File: config.mk
export PLATFORM = sky130hd
export DESIGN_NAME = page_mmu
export DESIGN_NICKNAME = d
export VERILOG_FILES = /design/src/rtl/mmu_pkg.sv /design/src/rtl/mmu_page_regs.sv /design/src/rtl/mmu_region_decode.sv /design/src/rtl/mmu_out_stage.sv /design/src/rtl/page_mmu.sv
export SDC_FILE = /design/constraint.sdc
export NUM_CORES = 1
export LEC_CHECK = 0
export BUFFER_PORTS_ARGS = -buffer_cell sky130_fd_sc_hd__buf_2
export CAP_MARGIN = 20
export CORE_MARGIN = 5
export CORE_UTILIZATION = 57
export DETAILED_ROUTE_END_ITERATION = 6
export PLACE_DENSITY = 0.8
export SYNTH_ARGS = -nofsm -noshare
export SYNTH_HDL_FRONTEND = slang
export SYNTH_SLANG_ARGS = --single-unit
File: constraint.sdc
create_clock -name clk -period 1.68 [get_ports clk]
set_input_delay 0.084 -clock clk [delete_from_list [all_inputs] [get_ports clk]]
set_output_delay 0.084 -clock clk [all_outputs]
set_load 0.01 [all_outputs]
File: src/rtl/mmu_pkg.sv
package mmu_pkg;

  // Region codes; the numeric value is the bit position in region_sel.
  typedef enum logic [2:0] {
    RGN_CART   = 3'd0,
    RGN_EXP_LO = 3'd1,
    RGN_WRAM   = 3'd2,
    RGN_EXP_HI = 3'd3,
    RGN_IO     = 3'd4,
    RGN_NONE   = 3'd5
  } region_e;

  localparam int NUM_SEL = 5;

endpackage

File: src/rtl/mmu_page_regs.sv
module mmu_page_regs #(
  parameter int              PAGE_W     = 8,
  parameter int              WIN_W      = 3,
  parameter logic [PAGE_W-1:0] RESET_PAGE = '0
) (
  input  logic              clk,
  input  logic              rst,
  input  logic              wr_en,
  input  logic [WIN_W-1:0]  wr_idx,
  input  logic [PAGE_W-1:0] wr_data,
  input  logic [WIN_W-1:0]  xl_idx,
  output logic [PAGE_W-1:0] xl_page,
  input  logic [WIN_W-1:0]  rd_idx,
  output logic [PAGE_W-1:0] rd_page
);

  localparam int NUM_WIN = 1 << WIN_W;

  logic [PAGE_W-1:0] page_q [NUM_WIN];

  always_ff @(posedge clk) begin
    if (rst) begin
      for (int i = 0; i < NUM_WIN; i++) page_q[i] <= RESET_PAGE;
    end else if (wr_en) begin
      page_q[wr_idx] <= wr_data;
    end
  end

  assign xl_page = page_q[xl_idx];
  assign rd_page = page_q[rd_idx];

  // A loaded value must be the one held after the edge.
  assert_write_lands_R3: assert property (@(posedge clk) disable iff (rst)
    wr_en |=> page_q[$past(wr_idx)] == $past(wr_data));

endmodule

File: src/rtl/mmu_region_decode.sv
module mmu_region_decode
  import mmu_pkg::*;
#(
  parameter int                PAGE_W       = 8,
  parameter logic [PAGE_W-1:0] CART_LAST    = 8'h7F,
  parameter logic [PAGE_W-1:0] EXP_LO_LAST  = 8'hF7,
  parameter logic [PAGE_W-1:0] WRAM_PAGE    = 8'hF8,
  parameter logic [PAGE_W-1:0] EXP_HI_FIRST = 8'hF9,
  parameter logic [PAGE_W-1:0] EXP_HI_LAST  = 8'hFB,
  parameter logic [PAGE_W-1:0] IO_PAGE      = 8'hFF
) (
  input  logic [PAGE_W-1:0] page,
  output region_e           region
);

  always_comb begin
    if (page <= CART_LAST)
      region = RGN_CART;
    else if (page <= EXP_LO_LAST)
      region = RGN_EXP_LO;
    else if (page == WRAM_PAGE)
      region = RGN_WRAM;
    else if (page >= EXP_HI_FIRST && page <= EXP_HI_LAST)
      region = RGN_EXP_HI;
    else if (page == IO_PAGE)
      region = RGN_IO;
    else
      region = RGN_NONE;
  end

endmodule

File: src/rtl/mmu_out_stage.sv
module mmu_out_stage
  import mmu_pkg::*;
#(
  parameter int PAGE_W = 8,
  parameter int OFF_W  = 13
) (
  input  logic                     clk,
  input  logic                     rst,
  input  logic [PAGE_W-1:0]        page_d,
  input  logic [OFF_W-1:0]         off_d,
  input  region_e                  region_d,
  output logic [PAGE_W+OFF_W-1:0]  phys_q,
  output logic [NUM_SEL-1:0]       sel_q,
  output logic                     open_q
);

  logic [NUM_SEL-1:0] sel_d;

  for (genvar g = 0; g < NUM_SEL; g++) begin : g_sel
    assign sel_d[g] = (region_d == region_e'(g));
  end

  always_ff @(posedge clk) begin
    if (rst) begin
      phys_q <= '0;
      sel_q  <= '0;
      open_q <= 1'b0;
    end else begin
      phys_q <= {page_d, off_d};
      sel_q  <= sel_d;
      open_q <= (region_d == RGN_NONE);
    end
  end

endmodule

File: src/rtl/page_mmu.sv
module page_mmu
  import mmu_pkg::*;
#(
  parameter int PAGE_W = 8,
  parameter int OFF_W  = 13,
  parameter int WIN_W  = 3,
  parameter logic [PAGE_W-1:0] CART_LAST    = 8'h7F,
  parameter logic [PAGE_W-1:0] EXP_LO_LAST  = 8'hF7,
  parameter logic [PAGE_W-1:0] WRAM_PAGE    = 8'hF8,
  parameter logic [PAGE_W-1:0] EXP_HI_FIRST = 8'hF9,
  parameter logic [PAGE_W-1:0] EXP_HI_LAST  = 8'hFB,
  parameter logic [PAGE_W-1:0] IO_PAGE      = 8'hFF
) (
  input  logic                      clk,
  input  logic                      rst,
  input  logic [WIN_W+OFF_W-1:0]    log_addr,
  input  logic                      map_wr_en,
  input  logic [WIN_W-1:0]          map_idx,
  input  logic [PAGE_W-1:0]         map_wr_data,
  output logic [PAGE_W-1:0]         map_rd_data,
  output logic [PAGE_W+OFF_W-1:0]   phys_addr,
  output logic [NUM_SEL-1:0]        region_sel,
  output logic                      open_bus
);

  localparam int LOG_W  = WIN_W + OFF_W;
  localparam int PHYS_W = PAGE_W + OFF_W;

  logic [PAGE_W-1:0] xl_page;
  logic [PAGE_W-1:0] rd_page;
  region_e           region;
  logic              primed;

  mmu_page_regs #(
    .PAGE_W     (PAGE_W),
    .WIN_W      (WIN_W),
    .RESET_PAGE ('0)
  ) regs_i (
    .clk     (clk),
    .rst     (rst),
    .wr_en   (map_wr_en),
    .wr_idx  (map_idx),
    .wr_data (map_wr_data),
    .xl_idx  (log_addr[LOG_W-1 -: WIN_W]),
    .xl_page (xl_page),
    .rd_idx  (map_idx),
    .rd_page (rd_page)
  );

  mmu_region_decode #(
    .PAGE_W       (PAGE_W),
    .CART_LAST    (CART_LAST),
    .EXP_LO_LAST  (EXP_LO_LAST),
    .WRAM_PAGE    (WRAM_PAGE),
    .EXP_HI_FIRST (EXP_HI_FIRST),
    .EXP_HI_LAST  (EXP_HI_LAST),
    .IO_PAGE      (IO_PAGE)
  ) dec_i (
    .page   (xl_page),
    .region (region)
  );

  mmu_out_stage #(
    .PAGE_W (PAGE_W),
    .OFF_W  (OFF_W)
  ) out_i (
    .clk      (clk),
    .rst      (rst),
    .page_d   (xl_page),
    .off_d    (log_addr[OFF_W-1:0]),
    .region_d (region),
    .phys_q   (phys_addr),
    .sel_q    (region_sel),
    .open_q   (open_bus)
  );

  always_ff @(posedge clk) begin
    if (rst) begin
      map_rd_data <= '0;
      primed      <= 1'b0;
    end else begin
      map_rd_data <= rd_page;
      primed      <= 1'b1;
    end
  end

  // Offset bits pass straight through with one cycle of latency.
  assert_offset_pass_R1: assert property (@(posedge clk) disable iff (rst)
    primed |-> phys_addr[OFF_W-1:0] == $past(log_addr[OFF_W-1:0]));

  // The output registers come out of reset cleared.
  assert_reset_clear_R5: assert property (@(posedge clk) disable iff (rst)
    $past(rst) |-> (phys_addr == '0 && region_sel == '0 && !open_bus));

  assert_wram_page_R8: assert property (@(posedge clk) disable iff (rst)
    (primed && phys_addr[PHYS_W-1 -: PAGE_W] == WRAM_PAGE)
      |-> region_sel == NUM_SEL'(1 << RGN_WRAM));

  assert_io_page_R10: assert property (@(posedge clk) disable iff (rst)
    (primed && phys_addr[PHYS_W-1 -: PAGE_W] == IO_PAGE)
      |-> region_sel == NUM_SEL'(1 << RGN_IO));

  assert_open_gap_R11: assert property (@(posedge clk) disable iff (rst)
    (primed && open_bus) |->
      (phys_addr[PHYS_W-1 -: PAGE_W] > EXP_HI_LAST &&
       phys_addr[PHYS_W-1 -: PAGE_W] < IO_PAGE));

  assert_sel_onehot_R12: assert property (@(posedge clk) disable iff (rst)
    primed |-> $countones({open_bus, region_sel}) == 1);

endmodule

After elaboration in Yosys (flattened, before gate mapping)

Memories as Yosys holds them, arrays and structs flattened. A register that Yosys moved wholly into a read port is not among the register bits.
Index checks and enable logic that the tools add are counted.

Magnitude comparators: 4
Eq/ne operators: 7
Muxes and demuxes: 13
Reduce and logical (&&, ||, !) cells: 3

Operators with widths:

| cell                                                                             | count |
|---|---|
| 8-bit == test, second input constant                                             | 2 |
| 8-bit less-or-equal comparator, second input constant                            | 2 |
| 3-bit two-way mux                                                                | 5 |
| 8-bit greater-or-equal comparator, second input constant                         | 1 |
| 8-bit by 7-bit less-or-equal comparator with 1-bit output, second input constant | 1 |
| 8-bit two-way mux                                                                | 1 |
| 8-bit OR reduction                                                               | 1 |
| 1-bit two-way mux                                                                | 7 |
| 3-bit by 2-bit == test with 1-bit output, second input constant                  | 2 |
| 3-bit == test, second input constant                                             | 2 |
| 3-bit by 1-bit == test with 1-bit output, second input constant                  | 1 |
| 3-bit zero test                                                                  | 1 |
| 1-bit logical AND                                                                | 1 |

Bits in registers: 27
Bits in writable memories: 64
Bits of input ports: 30
Output and inout port bits: 35
Memories: 1

Memory list:

| name          | depth | bits a word | rd ports | clocked after Yosys merged registers in | wr ports | RTL line            | source |
|---|---|---|---|---|---|---|---|
| regs_i.page_q | 8     | 8           | 2        | 1                                       | 8        | mmu_page_regs.sv:19 | `logic [PAGE_W-1:0] page_q [NUM_WIN];` |

Logic depth before layout (Yosys ltp)

An unclocked memory read counts as a cell.

Depth after elaboration: 8
Gate-level depth with buffers: 6
Mapped depth without buffers: 4

Modules after synthesis

Synthesis repeated with hierarchy kept, for this count alone.

Cells, all modules: 303
Area total of the unflattened synthesis: 4543.1 um2

By module, submodules not included:

| module            | times used | cells an instance | area an instance (um2) | sequential area each (um2) |
|---|---|---|---|---|
| mmu_page_regs     | 1          | 222               | 3525.9                 | 1921.8 |
| mmu_out_stage     | 1          | 56                | 757.0                  | 540.5 |
| page_mmu          | 1          | 16                | 210.2                  | 160.2 |
| mmu_region_decode | 1          | 9                 | 50.0                   | 0.0 |

Least setup slack after synthesis

No wires, ideal clock.

Path kind: flip-flop to flip-flop
Start point: memory regs_i.page_q[7][7]
End point: register out_i.sel_q[4]
Setup time: 136 ps
Arrival time: 1390 ps
Path slack: 154 ps
Stages on the path, launching flop included: 5
Path buffers: 0
Clock period less this slack: 1526 ps
Path through: edfxtp_1 mux4_2 mux2_2 or3b_4 nor4_1

RTL lines:

| element              | RTL line            | source |
|---|---|---|
| start, declared      | mmu_page_regs.sv:19 |  |
| end signal, assigned | mmu_out_stage.sv:30 | `sel_q <= sel_d;` |
| end, declared        | mmu_out_stage.sv:13 | `output logic [NUM_SEL-1:0] sel_q,` |

==> metrics.md <==
| Metric | Value |
|---|---|
| H-tree depth | 3 |
| Core area | approximately 0.0076 mm^2 |
| Starting DRC count in detailed routing | 266 |
| TritonCTS Buffers | 9 |
| Max Cap Viol | 0 |
| Post-synthesis register bit count | 99 |
| Final hold slack | 0.0694 ns |
| P_sw | 1.22 mW |
| Cell Area, Synth | 0.00439 mm^2 |
| Synth unique cells | 29 |
| DR vias | 2741 |
| Sequential share of the synthesized area | roughly three fifths |
| Reg power frac | 57.9% |
| Syn-to-layout area delta | 21.0% |
| Sw Ratio | about a quarter |
| Main combinational cell family by area after synthesis | multiplexers |
| Fin util | 69.8% |
| Worst skew pair latency | between 0.3 and 0.4 ns |
| Via density | between 5 and 6 |
| Met1 Usage GRT | 27.8% |
| CP max-delay cell | mux4_1 |
| Post-synthesis compound-gate area fraction | less than 1% |
| Setup TNS | 0 ns |
| Initial cell density of the core | 57.7% |
| Initial antenna violation count | 0 |
| DP Area | 0.00501 mm^2 |
| DRT antenna net count | 0 |
| Period Utilization, post-route | between 90 and 100% |
| Final Skew | 0.00497 ns |
| Synth Area in Simple Gates | 17.4% |
| Worst Max-Slew Pin Slew | 0.410 ns |
| # IOs | 65 |
| Synth Instances | 285 |
| Worst Setup End Kind | flop |
| Status | completed |
| GR peak layer | met2 |
| Clock buffer depth | 2 |
| Leakage Power | 2.10 nW |
| Layout cells sized above 1 | 37.3% |
| CTS root buf | clkbuf_8 |
| DRC errors left | 0 |
| Commonest non-fill, non-tap cells in the layout | 64 x and2_1, 64 x buf_2, 64 x edfxtp_1, 35 x dfxtp_1, 30 x mux4_2 |
| Critical Path Max Stage Delay | 0.57 ns |
| Post-synthesis xor/xnor area fraction | 0% |
| Crit path DAT | approximately 1.9 ns |
| Worst VDD drop | 0.532 mV |
| GRT Resource Usage Total | between 20 and 25% |
| GR Layer Usage met2 | slightly below 40% |
| Clock Power Share | 28.1% |
| Final setup vio count | 0 |
| Clock slew at reported path FFs | 0.09 ns |
| Internal Pwr Total | about 3.6 mW |
| Final hold vios | 0 |
| Post-DP HPWL | slightly below 7000 um |
| Slew headroom | 72.7% |
| Gate power share | about 14% |
| Min Tclk post-route | 1.61 ns |
| YS warnings | 0 |
| Die height | roughly 98 um |
| Die Wd | roughly 100 um |
| PortBufs | 64 |
| RSZ-0062 raised after global routing | false |
| Row cnt | 32 |
| Total wire length | 10100 um |
| Req. time, crit path | 2.00 ns |
| Nets | 416 |
| Number of diodes | 0 |
| Final Slew Violations | 0 |
| CP Launch Type | flop |
| Fmax | 622 MHz |
| Design Area, Final | 0.00531 mm^2 |
| Pin count of the biggest net entering global routing | 41 |
| Wirelength per Cell | 20.5 um |
| Final WS setup | between 0.07 and 0.08 ns |
| Hold Crit Class | input port to flop |
| Vias in the first global route | 2893 |
| CTS tree | yes |
| Pwr dens | 914 mW/mm^2 |
| Post-Synth Adder-Cell Area | 0% |
| Dpl ws | 0.0494 ns |
| Syn_area_per_cell | 15.4 um^2 |
| Placer Congestion | 0.846 |
| Crit-path cells | mux4_1 -> mux2i_2 -> nand4bb_4 -> o21a_1 |
| First drt pass iteration count | 7 |
| Syn Nets | 315 |
| Multiplexer share of the synthesized area | 20.7% |
| First-pass GRT wire length | 16000 um |
| GR Layer Usage met3 | 4.50% |
| Die area | 0.00956 mm^2 |
| Num Clock Sinks | a little under 100 |
| CP max FO | 5 |
| Overflow after GRT | 0 |
| Setup CP Type | flop to flop |
==> Yosys cell counts (all sizes together) <==
library cell	count	area share [%]
and2	64	9.1
buf	6	1.3
clkbuf	7	0.68
dfxtp	35	16
edfxtp	64	44
mux2	2	0.60
mux2i	14	3.5
mux4	32	17
nand2	2	0.17
nand2b	3	0.43
nand3b	1	0.17
nand4bb	1	0.63
nor2	21	1.8
nor2b	15	2.1
nor3	2	0.23
nor4	2	0.29
nor4b	2	0.68
o21a	1	0.17
or2	9	1.3
or3b	2	0.46
==> state kept, by name (all words and copies together) (netlist names) <==
name	flops
regs_i.page_q	64
out_i.phys_q	21
map_rd_data	8
out_i.sel_q	5
out_i.open_q	1
==> logic make-up (layout without fill, tap and decap cells) <==
family / Yosys count / after routing
AND/OR/NAND/NOR: 124 / 124
flip-flops: 99 / 99
multiplexers: 48 / 48
buffers and inverters: 13 / 119
AO/OA/AOI/OAI: 1 / 1
==> worst max-delay path: cells and delay by family, from the launching register on <==
kind | cells | cell delay (ns)
compound gates | 1 | 0.13
flops | 1 | 0.41
mux | 2 | 0.80
simple gates | 1 | 0.22
==> per-layer routing <==
layer	up-vias	wire length, um
li1	1251	-
met1	1346	3790
met2	130	5360
met3	14	748
met4	0	184
met5	-	0
==> power groups by stage <==
stage	clock (mW)	combinational (mW)	sequential [mW]
finish	1.37	0.678	2.81
global route	1.50	0.728	2.83
CTS	1.38	0.679	2.81
detailed placement	0	0.654	2.87
global placement	0	0.640	2.85
floorplan	0	0.374	2.87
==> cell type report <==
class | instances | area, um^2
Clock buffer | 9 | 124
Clock inverter | 7 | 42.5
Fill cell | 513 | 2290
Multi-Input combinational cell | 173 | 1690
Sequential cell | 99 | 2620
Tap cell | 102 | 128
Timing Repair Buffer | 103 | 708
==> final timing paths <==
check                       from                  end  slack [ns]  cells past startpoint
min               map_wr_data[6]  regs_i.page_q[6][6]        0.07                      2
max          regs_i.page_q[2][5]       out_i.sel_q[1]        0.07                      4
max reg2reg  regs_i.page_q[2][5]       out_i.sel_q[1]        0.07                      4
min reg2reg  regs_i.page_q[2][0]       map_rd_data[0]        0.74                      3
==> repair_timing <==
| action | 4_1_cts | 5_1_grt |
|---|---|---|
| buffers inserted | 0 | 0 |
| setup endpoints to repair | 0 | 3 |
| hold buffers | 13 | 0 |
| gates resized for setup | 0 | 2 |
| endpoints found under the hold margin | 13 | 0 |
==> per-stage QoR <==
step | total power, mW | instances
2_1_floorplan | 3.25 | 285
3_3_place_gp | 3.49 | 464
3_5_place_dp | 3.52 | 464
4_1_cts | 4.87 | 493
5_1_grt | 5.06 | 493
6_report | 4.86 | 493
(Power assumes the default switching activity.)
